<file path="src/rtl/owbm_pkg.sv">
package owbm_pkg;
  typedef enum logic [2:0] {
    OP_RESET = 3'd0, OP_WBIT = 3'd1, OP_RBIT = 3'd2, OP_WBYTE = 3'd3, OP_RBYTE = 3'd4
  } op_e;

  typedef enum logic [1:0] {SL_RESET, SL_W0, SL_W1, SL_READ} slot_e;

  localparam int unsigned RST_LOW_US   = 500;
  localparam int unsigned RST_REL_US   = 480;
  localparam int unsigned PRES_SAMP_US = 70;
  localparam int unsigned W0_LOW_US    = 65;
  localparam int unsigned W1_LOW_US    = 6;
  localparam int unsigned RD_LOW_US    = 6;
  localparam int unsigned RD_SAMP_US   = 13;
  localparam int unsigned SLOT_US      = 70;
  localparam int unsigned RST_MAX_US   = 640;
  localparam int unsigned REC_MIN_US   = 5;

  function automatic int unsigned us_to_cyc(int unsigned us, int unsigned hz);
    longint unsigned prod;
    prod = longint'(us) * longint'(hz);
    return int'(prod / 64'd1_000_000);
  endfunction

  function automatic slot_e kind_of(op_e op, logic bit_val);
    case (op)
      OP_RESET:           return SL_RESET;
      OP_WBIT, OP_WBYTE:  return bit_val ? SL_W1 : SL_W0;
      default:            return SL_READ;
    endcase
  endfunction
endpackage

</file>
<file path="src/rtl/owbm_sync.sv">
module owbm_sync #(
  parameter int STAGES = 2
) (
  input  logic clk,
  input  logic rst_n,
  input  logic d,
  output logic q
);
  logic [STAGES-1:0] chain;

  generate
    for (genvar i = 0; i < STAGES; i++) begin : g_stage
      always_ff @(posedge clk or negedge rst_n) begin
        if (!rst_n) chain[i] <= 1'b1;
        else if (i == 0) chain[i] <= d;
        else chain[i] <= chain[(i == 0) ? 0 : i-1];
      end
    end
  endgenerate

  assign q = chain[STAGES-1];
endmodule

</file>
<file path="src/rtl/owbm_slot.sv">
module owbm_slot
  import owbm_pkg::*;
#(
  parameter int unsigned CLK_HZ = 50_000_000
) (
  input  logic  clk,
  input  logic  rst_n,
  input  logic  start,
  input  slot_e kind_in,
  input  logic  line_q,
  output logic  active,
  output logic  drive_low,
  output logic  done,
  output logic  bit_q
);
  localparam int unsigned C_RST_LOW = us_to_cyc(RST_LOW_US, CLK_HZ);
  localparam int unsigned C_PSAMP   = us_to_cyc(RST_LOW_US + PRES_SAMP_US, CLK_HZ);
  localparam int unsigned C_RST_END = us_to_cyc(RST_LOW_US + RST_REL_US, CLK_HZ);
  localparam int unsigned C_W0_LOW  = us_to_cyc(W0_LOW_US, CLK_HZ);
  localparam int unsigned C_W1_LOW  = us_to_cyc(W1_LOW_US, CLK_HZ);
  localparam int unsigned C_RD_LOW  = us_to_cyc(RD_LOW_US, CLK_HZ);
  localparam int unsigned C_RD_SAMP = us_to_cyc(RD_SAMP_US, CLK_HZ);
  localparam int unsigned C_SLOT    = us_to_cyc(SLOT_US, CLK_HZ);
  localparam int CW = $clog2(C_RST_END + 1);

  slot_e kind;
  logic [CW-1:0] cnt, low_len, samp_at, end_at;

  always_comb begin
    case (kind)
      SL_RESET: begin low_len = CW'(C_RST_LOW); samp_at = CW'(C_PSAMP);   end_at = CW'(C_RST_END); end
      SL_W0:    begin low_len = CW'(C_W0_LOW);  samp_at = CW'(C_SLOT);    end_at = CW'(C_SLOT);    end
      SL_W1:    begin low_len = CW'(C_W1_LOW);  samp_at = CW'(C_SLOT);    end_at = CW'(C_SLOT);    end
      default:  begin low_len = CW'(C_RD_LOW);  samp_at = CW'(C_RD_SAMP); end_at = CW'(C_SLOT);    end
    endcase
  end

  assign done      = active && (cnt == end_at - CW'(1));
  assign drive_low = active && (cnt < low_len);

  always_ff @(posedge clk or negedge rst_n) begin
    if (!rst_n) begin
      active <= 1'b0;
      cnt    <= '0;
      kind   <= SL_W1;
      bit_q  <= 1'b0;
    end else begin
      if (active && cnt == samp_at)
        bit_q <= (kind == SL_RESET) ? ~line_q : line_q;
      if (start) begin
        active <= 1'b1;
        cnt    <= '0;
        kind   <= kind_in;
      end else if (active) begin
        if (done) active <= 1'b0;
        else cnt <= cnt + CW'(1);
      end
    end
  end
endmodule

</file>
<file path="src/rtl/owbm_seq.sv">
module owbm_seq
  import owbm_pkg::*;
#(
  parameter int BYTE_BITS = 8
) (
  input  logic                 clk,
  input  logic                 rst_n,
  input  logic                 cmd_valid,
  input  logic [2:0]           cmd,
  input  logic [BYTE_BITS-1:0] cmd_data,
  input  logic                 slot_done,
  input  logic                 slot_bit,
  output logic                 busy,
  output logic [BYTE_BITS-1:0] result,
  output logic                 slot_start,
  output slot_e                slot_kind
);
  localparam int LW = $clog2(BYTE_BITS);

  op_e                  op_q;
  logic [BYTE_BITS-1:0] shreg;
  logic [LW-1:0]        left;
  logic                 accept, last, is_read, is_byte_cmd;

  assign accept      = cmd_valid && !busy && (cmd <= 3'(OP_RBYTE));
  assign last        = (left == '0);
  assign is_read     = (op_q == OP_RBIT) || (op_q == OP_RBYTE) || (op_q == OP_RESET);
  assign is_byte_cmd = (cmd == 3'(OP_WBYTE)) || (cmd == 3'(OP_RBYTE));
  assign slot_start  = accept || (slot_done && !last);
  assign slot_kind   = accept ? kind_of(op_e'(cmd), cmd_data[0])
                              : kind_of(op_q, shreg[1]);

  always_ff @(posedge clk or negedge rst_n) begin
    if (!rst_n) begin
      busy   <= 1'b0;
      result <= '0;
      op_q   <= OP_RESET;
      shreg  <= '0;
      left   <= '0;
    end else if (accept) begin
      busy  <= 1'b1;
      op_q  <= op_e'(cmd);
      shreg <= cmd_data;
      left  <= is_byte_cmd ? LW'(BYTE_BITS-1) : '0;
    end else if (busy && slot_done) begin
      shreg <= {slot_bit, shreg[BYTE_BITS-1:1]};
      if (last) begin
        busy <= 1'b0;
        if (is_read)
          result <= (op_q == OP_RBYTE) ? {slot_bit, shreg[BYTE_BITS-1:1]}
                                       : {{(BYTE_BITS-1){1'b0}}, slot_bit};
      end else begin
        left <= left - LW'(1);
      end
    end
  end
endmodule

</file>
<file path="src/rtl/owbus_master.sv">
module owbus_master
  import owbm_pkg::*;
#(
  parameter int unsigned CLK_HZ = 50_000_000
) (
  input  logic       clk,
  input  logic       rst_n,
  input  logic       cmd_valid,
  input  logic [2:0] cmd,
  input  logic [7:0] cmd_data,
  output logic       busy,
  output logic [7:0] result,
  output logic       bus_drive_low,
  input  logic       bus_in
);
  logic  line_q, slot_start, slot_active, slot_done, slot_bit;
  slot_e slot_kind;

  owbm_sync #(.STAGES(2)) u_sync (
    .clk(clk), .rst_n(rst_n), .d(bus_in), .q(line_q)
  );

  owbm_seq #(.BYTE_BITS(8)) u_seq (
    .clk(clk), .rst_n(rst_n), .cmd_valid(cmd_valid), .cmd(cmd),
    .cmd_data(cmd_data), .slot_done(slot_done), .slot_bit(slot_bit),
    .busy(busy), .result(result), .slot_start(slot_start),
    .slot_kind(slot_kind)
  );

  owbm_slot #(.CLK_HZ(CLK_HZ)) u_slot (
    .clk(clk), .rst_n(rst_n), .start(slot_start), .kind_in(slot_kind),
    .line_q(line_q), .active(slot_active), .drive_low(bus_drive_low),
    .done(slot_done), .bit_q(slot_bit)
  );
endmodule

</file>
<file path="config.mk">
export PLATFORM = sky130hd
export DESIGN_NAME = owbus_master
export DESIGN_NICKNAME = d
export VERILOG_FILES = /design/src/rtl/owbm_pkg.sv /design/src/rtl/owbm_sync.sv /design/src/rtl/owbm_slot.sv /design/src/rtl/owbm_seq.sv /design/src/rtl/owbus_master.sv
export SDC_FILE = /design/constraint.sdc
export NUM_CORES = 1
export LEC_CHECK = 0
export ABC_AREA = 1
export BUFFER_PORTS_ARGS = -buffer_cell sky130_fd_sc_hd__buf_2
export CAP_MARGIN = 20
export CORE_AREA = 5 5 76 78
export DETAILED_ROUTE_END_ITERATION = 8
export DIE_AREA = 0 0 81 83
export HOLD_SLACK_MARGIN = 0.1
export PLACE_DENSITY = 0.79
export RECOVER_POWER = 50
export REMOVE_ABC_BUFFERS = 1
export SKIP_CTS_REPAIR_TIMING = 1
export SLEW_MARGIN = 10
export SYNTH_ARGS = -nofsm -noshare
export SYNTH_HDL_FRONTEND = slang
export SYNTH_SLANG_ARGS = --single-unit
</file>
<file path="constraint.sdc">
create_clock -name clk -period 3.4 [get_ports clk]
set_clock_uncertainty 0.15 [all_clocks]
set_input_delay 0.34 -clock clk [delete_from_list [all_inputs] [get_ports clk]]
set_output_delay 0.34 -clock clk [all_outputs]
set_load 0.02 [all_outputs]
</file>
==> impl_metrics.csv, run 1 <==
group,metric,value,unit
route,routed_wl,6700,um
global_routing,grt_max_degree,45,
floorplanning,die_y,83,um
floorplanning,start_util,58.2,%
synthesis,yosysSeqAreaShare,37.9,%
global_routing,grt_usage,21.2,%
global_routing,grt_pass1_vias,2447,
synthesis,syn_area,0.00292,mm^2
global_routing,antenna_found_initial,0,
power_and_ir_drop,intPower,1.15,mW
cts,htreeDepth,2,
cts,clk_pin_slew,0.09,ns
route,ant_nets,0,
timing,setup_ws,0.480,ns
setup_path,required,3.43,ns
timing,fmax,0.342,GHz
setup_path,critPathMaxStageDelay,0.43,ns
route,wl_per_cell,13.6,um
timing,fin_crit_sh,85.9,%
min_path,hp-class,"primary input to register",
timing,min_period,2.92,ns
cells_and_area,nFillCells,465,
place,gp_congestion,0.953,
timing,grt_setup_unrepaired,"false",
cts,cts_made_buffers,5,
cells_and_area,antennaDiodeCount,0,
power_and_ir_drop,combPwrFrac,37.6,%
synthesis,async_reset_ff_share,100,%
global_routing,grt_pass1_wl,11500,um
setup_path,worst_setup_path_start_kind,"register",
power_and_ir_drop,switchingPower,0.853,mW
timing,relSlewSlack,-2.93,%
cts,cts_buffer_depth,2,
synthesis,synth.distinct_cells,35,
global_routing,grt.overflow.total,0,
synthesis,synthFlopType,"dfrtp_1",
setup_path,path_delay_family,"simple AND/OR/NAND/NOR gates",
cts,cts_tree,"built",
setup_path,crit_path_top_delay_cell,"dfrtp_1",
place,portBuffers,24,
setup_path,crit_type,"register to register",
synthesis,ys_ff_latch,44,
place,hpwl,4820,um
timing,setup_violations,0,
synthesis,yosysWarnings,0,
synthesis,synth_top_cell_by_area,"dfrtp_1",
floorplanning,fp.dieArea,0.00672,mm^2
outcome,status,"finished, violations left",
power_and_ir_drop,clkPwrFrac,20.9,%
floorplanning,io_pins,25,
power_and_ir_drop,netSwitchingFraction,42.6,%
floorplanning,row_count,26,
setup_path,worstPathArrival,2.95,ns
route,vias_per_cell,5.42,
synthesis,synth_edf_count,0,
setup_path,r2r_setup_slack,0.48,ns
place,dp_slack,0.550,ns
flow_run,drv_cap,1,
setup_path,crit_fanout,23,
timing,fin_tns_setup,0,ns
synthesis,yosys.area.top_type_share,35.2,%
floorplanning,die_w,81,um
route,drt-pass1-iter-count,6,
route,drc,0,
cts,root_buffer,"clkbuf_8",
power_and_ir_drop,p_leak,1.64,nW
cells_and_area,areaGrowthSynthToFinish,10.0,%
route,drtIter0Drc,200,
setup_path,cp-end-kind,"register",
cells_and_area,nets,451,
setup_path,path_buf_inv,2,
synthesis,syn_area_per_cell,7.35,um^2
power_and_ir_drop,ir_worst_vdd,0.386,mV
setup_path,cp_cell_sequence,"inv_1 > ha_1 > inv_4 > ha_1 > nand2_1 > o21ai_1 > nand3_4 > nor2_8 > nand2_1 > nand3_1 > nand3_1",
route,vias,2662,
timing,max_slew.worst_pin.slew,1.54,ns
cts,cts.sinks,44,
synthesis,syn_inst,397,
timing,hold_viol_final,0,
outcome,violations,"max-capacitance violations, max-slew violations",
floorplanning,fp.coreArea,0.00501,mm^2
cts,insertion_delay,0.30,ns
synthesis,ys_top_cells_by_area,"dfrtp_1, nand2_1, nand3_1",
power_and_ir_drop,seq_power_share,41.5,%
timing,maxSlewViolCount,35,
power_and_ir_drop,power_density,624,mW/mm^2
cells_and_area,drive_above_1_share,12.8,%
## sequential cells by signal (all words and copies together), names as in the netlist
signal	flops
u_seq.shreg	7
u_sync.chain	1
u_seq.result	8
u_slot.active	1
u_slot.bit_q	1
u_slot.kind	2
u_seq.op_q	3
u_sync.q	1
u_seq.busy	1
u_slot.cnt	16
u_seq.left	3
## stage by stage
step	power, mW	utilization [%]	std cells	cell area (um^2)	hold slack, ns
final	2.00	64.1	491	3210	0.116
after global routing	2.18	64.1	491	3210	0.121
after CTS	2.00	63.5	488	3180	-0.0212
after detailed placement	1.57	61.2	480	3070	0.201
after global placement	1.54	61.2	480	3070	0.200
after floorplan	1.36	-	385	2850	-0.106
## final cells by class
| cell class | count | area, um^2 | area share, % |
|---|---|---|---|
| inverter | 50 | 190 | 5.92 |
| sequential | 44 | 1100 | 34.4 |
| multi-input combinational | 291 | 1560 | 48.5 |
| clock buffer | 5 | 68.8 | 2.14 |
| timing repair buffer | 28 | 155 | 4.83 |
| tap | 70 | 87.6 | 2.73 |
| clock inverter | 3 | 46.3 | 1.44 |
## cell families (layout without fill, tap and decap cells)
logic type / after synthesis / in the layout / share of synthesized area (%)
flip-flops: 44 / 44 / 37.9
AO/OA/AOI/OAI: 48 / 48 / 10.6
adder cells (fa/ha/maj): 16 / 16 / 6.86
AND/OR/NAND/NOR: 223 / 223 / 34.7
XOR/XNOR: 4 / 4 / 1.20
buffers and inverters: 62 / 86 / 8.75
## power by group through the flow
stage               sequential (mW)  combinational, mW  clock, mW
detailed placement            0.831              0.743          0
CTS                           0.823              0.752      0.424
global placement              0.824              0.715          0
global route                  0.847              0.892      0.445
finish                        0.831              0.754      0.418
floorplan                     0.766              0.593          0
## routing by layer
metal / track usage [%] / wire, um / part of all wire, %
met1: 31.7 / 3150 / 47
met2: 31.7 / 3060 / 46
met3: 4.11 / 426 / 6.4
met4: 4.45 / 62 / 0.93
met5: 0 / 0 / 0
## final timing paths
kind,to,startpoint,cells past startpoint
max reg2reg,u_seq.shreg[4],u_slot.kind[0],11
max in group asynchronous,u_slot.cnt[8],rst_n,3
max,u_seq.shreg[4],u_slot.kind[0],11
min,u_seq.shreg[2],cmd_data[2],3
min reg2reg,u_sync.q,u_sync.chain[0],0
min in group asynchronous,u_slot.cnt[15],rst_n,2
## cell usage in the layout (no fill, tap or decap), types with 2 or more instances in the layout
cell type and count:
a21oi_1 7, buf_2 20, clkbuf_1 4, clkbuf_8 5, dfrtp_1 41, dfstp_2 3
dlygate4sd3_1 2, ha_1 16, inv_1 45, inv_2 4, nand2_1 112, nand2_2 3
nand3_1 47, nand3_4 2, nand4_1 18, nor2_1 32, nor2_2 2, nor3_1 3
o2111ai_1 3, o211ai_1 2, o21ai_0 14, o21ai_1 5, o21ai_2 8, o21bai_1 5
o31ai_1 2, xnor2_1 2, xor2_1 2
## worst min-delay path: stages
cell and delay, ns:
buf_2 0.07, nand2_1 0.05, nand3_1 0.07
## cell usage after synthesis (4+ instances only)
master	n
nand2_1	112
nand3_1	47
inv_1	45
dfrtp_1	41
nor2_1	32
nand4_1	18
ha_1	16
o21ai_0	14
o21ai_2	8
a21oi_1	7
o21ai_1	5
o21bai_1	5
buf_2	4
inv_2	4
No activity file was read; power rests on OpenSTA's default activity.
==> run 2: changes to the inputs <==
--- a/config.mk
+++ b/config.mk
@@ -5,17 +5,17 @@
 export SDC_FILE = /design/constraint.sdc
 export NUM_CORES = 1
 export LEC_CHECK = 0
-export ABC_AREA = 1
 export BUFFER_PORTS_ARGS = -buffer_cell sky130_fd_sc_hd__buf_2
 export CAP_MARGIN = 20
-export CORE_AREA = 5 5 76 78
+export CORE_AREA = 5 5 72 74
 export DETAILED_ROUTE_END_ITERATION = 8
-export DIE_AREA = 0 0 81 83
+export DIE_AREA = 0 0 77 79
 export HOLD_SLACK_MARGIN = 0.1
 export PLACE_DENSITY = 0.79
 export RECOVER_POWER = 50
 export REMOVE_ABC_BUFFERS = 1
 export SKIP_CTS_REPAIR_TIMING = 1
+export SKIP_LAST_GASP = 1
 export SLEW_MARGIN = 10
 export SYNTH_ARGS = -nofsm -noshare
 export SYNTH_HDL_FRONTEND = slang
==> run 2 against run 1 <==
  * The flow still finishes with violations (max-capacitance violations, max-slew violations)
  * Final area decreased by 12%
  * Synthesized area decreased by 12%
  * Non-clock buffer count increased by 1
  * Sequential power decreased by 37%
  * Die area decreased by 9.5%
  * Wire length decreased by 21%
  * Worst setup slack got worse by 0.19 ns
  * Maximum frequency decreased by 6.1%
  * Critical path depth decreased by 2
  * Largest power group unchanged
==> impl_metrics.csv, run 2 <==
group,metric,value,unit
outcome,status,"finished, violations left",
outcome,violations,"max-capacitance violations, max-slew violations",
synthesis,yosysSeqAreaShare,43.0,%
cells_and_area,antennaDiodeCount,0,
cts,cts_made_buffers,5,
cts,htreeDepth,2,
floorplanning,io_pins,25,
timing,fmax,0.322,GHz
synthesis,yosys.area.top_type_share,39.9,%
power_and_ir_drop,combPwrFrac,2.6,%
floorplanning,fp.dieArea,0.00608,mm^2
synthesis,yosysMostFrequentCell,"dfrtp_1",
cells_and_area,final_cell_mix,"dfrtp_1, nor2_1, buf_2",
setup_path,required,3.44,ns
floorplanning,die_y,79,um
timing,hold_viol_final,0,
cells_and_area,largest_register,"u_slot.cnt",
synthesis,synthFlopType,"dfrtp_1",
place,placed_area,0.00273,mm^2
cells_and_area,mostFrequentLayoutCell,"dfrtp_1",
setup_path,crit_fanout,10,
cts,clk_pin_slew,0.08,ns
global_routing,grt.overflow.total,0,
place,dp_slack,0.329,ns
cells_and_area,largestRegisters,"u_slot.cnt: 16 flops, u_seq.result: 8 flops, u_seq.shreg: 7 flops",
cts,cts.sinks,44,
cells_and_area,nets,316,
synthesis,syn_area,0.00257,mm^2
power_and_ir_drop,ir_worst_vdd,0.229,mV
setup_path,crit_type,"register to register",
synthesis,syn_area_per_cell,9.81,um^2
floorplanning,row_count,25,
flow_run,drv_cap,1,
synthesis,synth_edf_count,0,
power_and_ir_drop,p_leak,1.41,nW
floorplanning,start_util,56.7,%
synthesis,synth.distinct_cells,53,
global_routing,grt_usage,18.4,%
route,vias,2003,
setup_path,worstPathArrival,3.15,ns
cts,cts_tree,"built",
setup_path,critPathMaxStageDelay,0.58,ns
power_and_ir_drop,seq_power_share,61.1,%
timing,fin_crit_sh,91.5,%
synthesis,ys_top_cells_by_area,"dfrtp_1, ha_1, xor2_1",
cts,cts_buffer_depth,2,
cells_and_area,areaGrowthSynthToFinish,9.83,%
min_path,hp-class,"primary input to register",
route,wl_per_cell,15.5,um
global_routing,grt_pass1_wl,9000,um
setup_path,cp_cell_sequence,"inv_1 > ha_1 > inv_1 > ha_1 > a21oi_1 > or4_4 > nor4_4 > nor2_2 > a21o_1",
global_routing,grt_max_degree,45,
power_and_ir_drop,power.total,0.860,mW
power_and_ir_drop,clkPwrFrac,36.3,%
route,drtIter0Drc,160,
floorplanning,die_w,77,um
cts,insertion_delay,0.30,ns
route,vias_per_cell,5.91,
timing,setup_ws,0.290,ns
synthesis,synth_top_cell_by_area,"dfrtp_1",
cells_and_area,largest_reg_flops,16,
power_and_ir_drop,switchingPower,0.188,mW
timing,min_period,3.11,ns
power_and_ir_drop,intPower,0.672,mW
place,hpwl,3930,um
timing,setup_violations,0,
timing,relSlewSlack,-50.3,%
floorplanning,fp.coreArea,0.00454,mm^2
place,portBuffers,24,
global_routing,antenna_found_initial,0,
setup_path,worst_setup_path_start_kind,"register",
setup_path,crit_path_top_delay_cell,"or4_4",
timing,maxSlewViolCount,45,
global_routing,grt_pass1_vias,1945,
place,gp_congestion,0.942,
synthesis,syn_inst,262,
route,drc,0,
route,ant_nets,0,
route,routed_wl,5270,um
cells_and_area,nFillCells,383,
route,drt-pass1-iter-count,4,
cells_and_area,final_area,0.00282,mm^2
power_and_ir_drop,power_density,305,mW/mm^2
timing,max_slew.worst_pin.slew,2.26,ns
synthesis,ys_ff_latch,44,
cells_and_area,drive_above_1_share,15.1,%
timing,grt_setup_unrepaired,"false",
synthesis,yosysWarnings,0,
setup_path,cp-end-kind,"register",
cts,root_buffer,"clkbuf_8",
synthesis,async_reset_ff_share,100,%
power_and_ir_drop,netSwitchingFraction,21.9,%
synthesis,synth_common_cells,"dfrtp_1, nor2_1, nand2_1, ha_1, xor2_1",
## run 2: cell count changes in the layout (fill, tap and decap cells not counted), sizes merged, moves of 8 or more
| cell | delta |
|---|---|
| nand3 | -39 |
| a22o | +13 |
| xor2 | +13 |
| nand4 | -8 |
| o21ai | -19 |
| inv | -39 |
| nand2 | -98 |
## run 2: critical path, delay by kind of cell, from the launching register on
family                     cells  cell delay, ns
adders and majority gates      2            0.67
and+or+nand+nor                3            1.28
AOI/OAI and AO/OA              2            0.28
buffers and inverters          2            0.20
DFF                            1            0.42
## run 2: layout make-up
type                       instances  area [um^2]  area share (%)
clock buffer                       5         68.8            2.44
clock inverter                     2         12.5           0.443
inverter                          12         45.0            1.60
multi-input combinational        193         1370            48.4
sequential                        44         1100            39.1
tap                               54         67.6            2.39
timing repair buffer              29          158            5.59
## run 2: kinds of logic (layout without fill, tap and decap cells)
kind of cell	count (synthesis)	after routing	synth area share (%)
AO/OA/AOI/OAI	56	56	15.4
XOR/XNOR	18	18	6.13
adder cells (fa/ha/maj)	16	16	7.79
buffers and inverters	25	48	4.04
flip-flops	44	44	43.0
multiplexers	5	5	2.09
AND/OR/NAND/NOR	98	98	21.5
## run 2: power groups by stage
stage	combinational (mW)	clock, mW	sequential, mW
4_1_cts	0.0216	0.323	0.526
5_1_grt	0.0259	0.346	0.526
2_1_floorplan	0.00154	0	0.536
3_3_place_gp	0.0214	0	0.536
6_report	0.0221	0.312	0.526
3_5_place_dp	0.0215	0	0.536
## run 2: stage by stage
step / util, % / hold WS (ns) / cells / TNS [ns]
5_1_grt: 62.2 / 0.129 / 339 / 0
3_3_place_gp: 60.1 / 0.196 / 330 / 0
6_report: 62.2 / 0.117 / 339 / 0
4_1_cts: 61.9 / -0.0122 / 337 / 0
2_1_floorplan: - / -0.106 / 249 / -0.955
3_5_place_dp: 60.1 / 0.203 / 330 / 0
## run 2: worst paths after layout
kind	start	end	slack, ns	cells after the start
max	u_slot.kind[0]	u_seq.shreg[5]	0.29	9
min	cmd[1]	u_seq.op_q[1]	0.12	3
max reg2reg	u_slot.kind[0]	u_seq.shreg[5]	0.29	9
min reg2reg	u_sync.chain[0]	u_sync.q	0.21	0
max in group asynchronous	rst_n	u_seq.result[1]	1.26	1
min in group asynchronous	rst_n	u_slot.kind[0]	0.56	1
## run 2: layer usage
layer	wire length (um)	GRT usage, %
met1	2400	23.4
met2	2510	30.5
met3	231	3.85
met4	121	7.90
met5	0	0
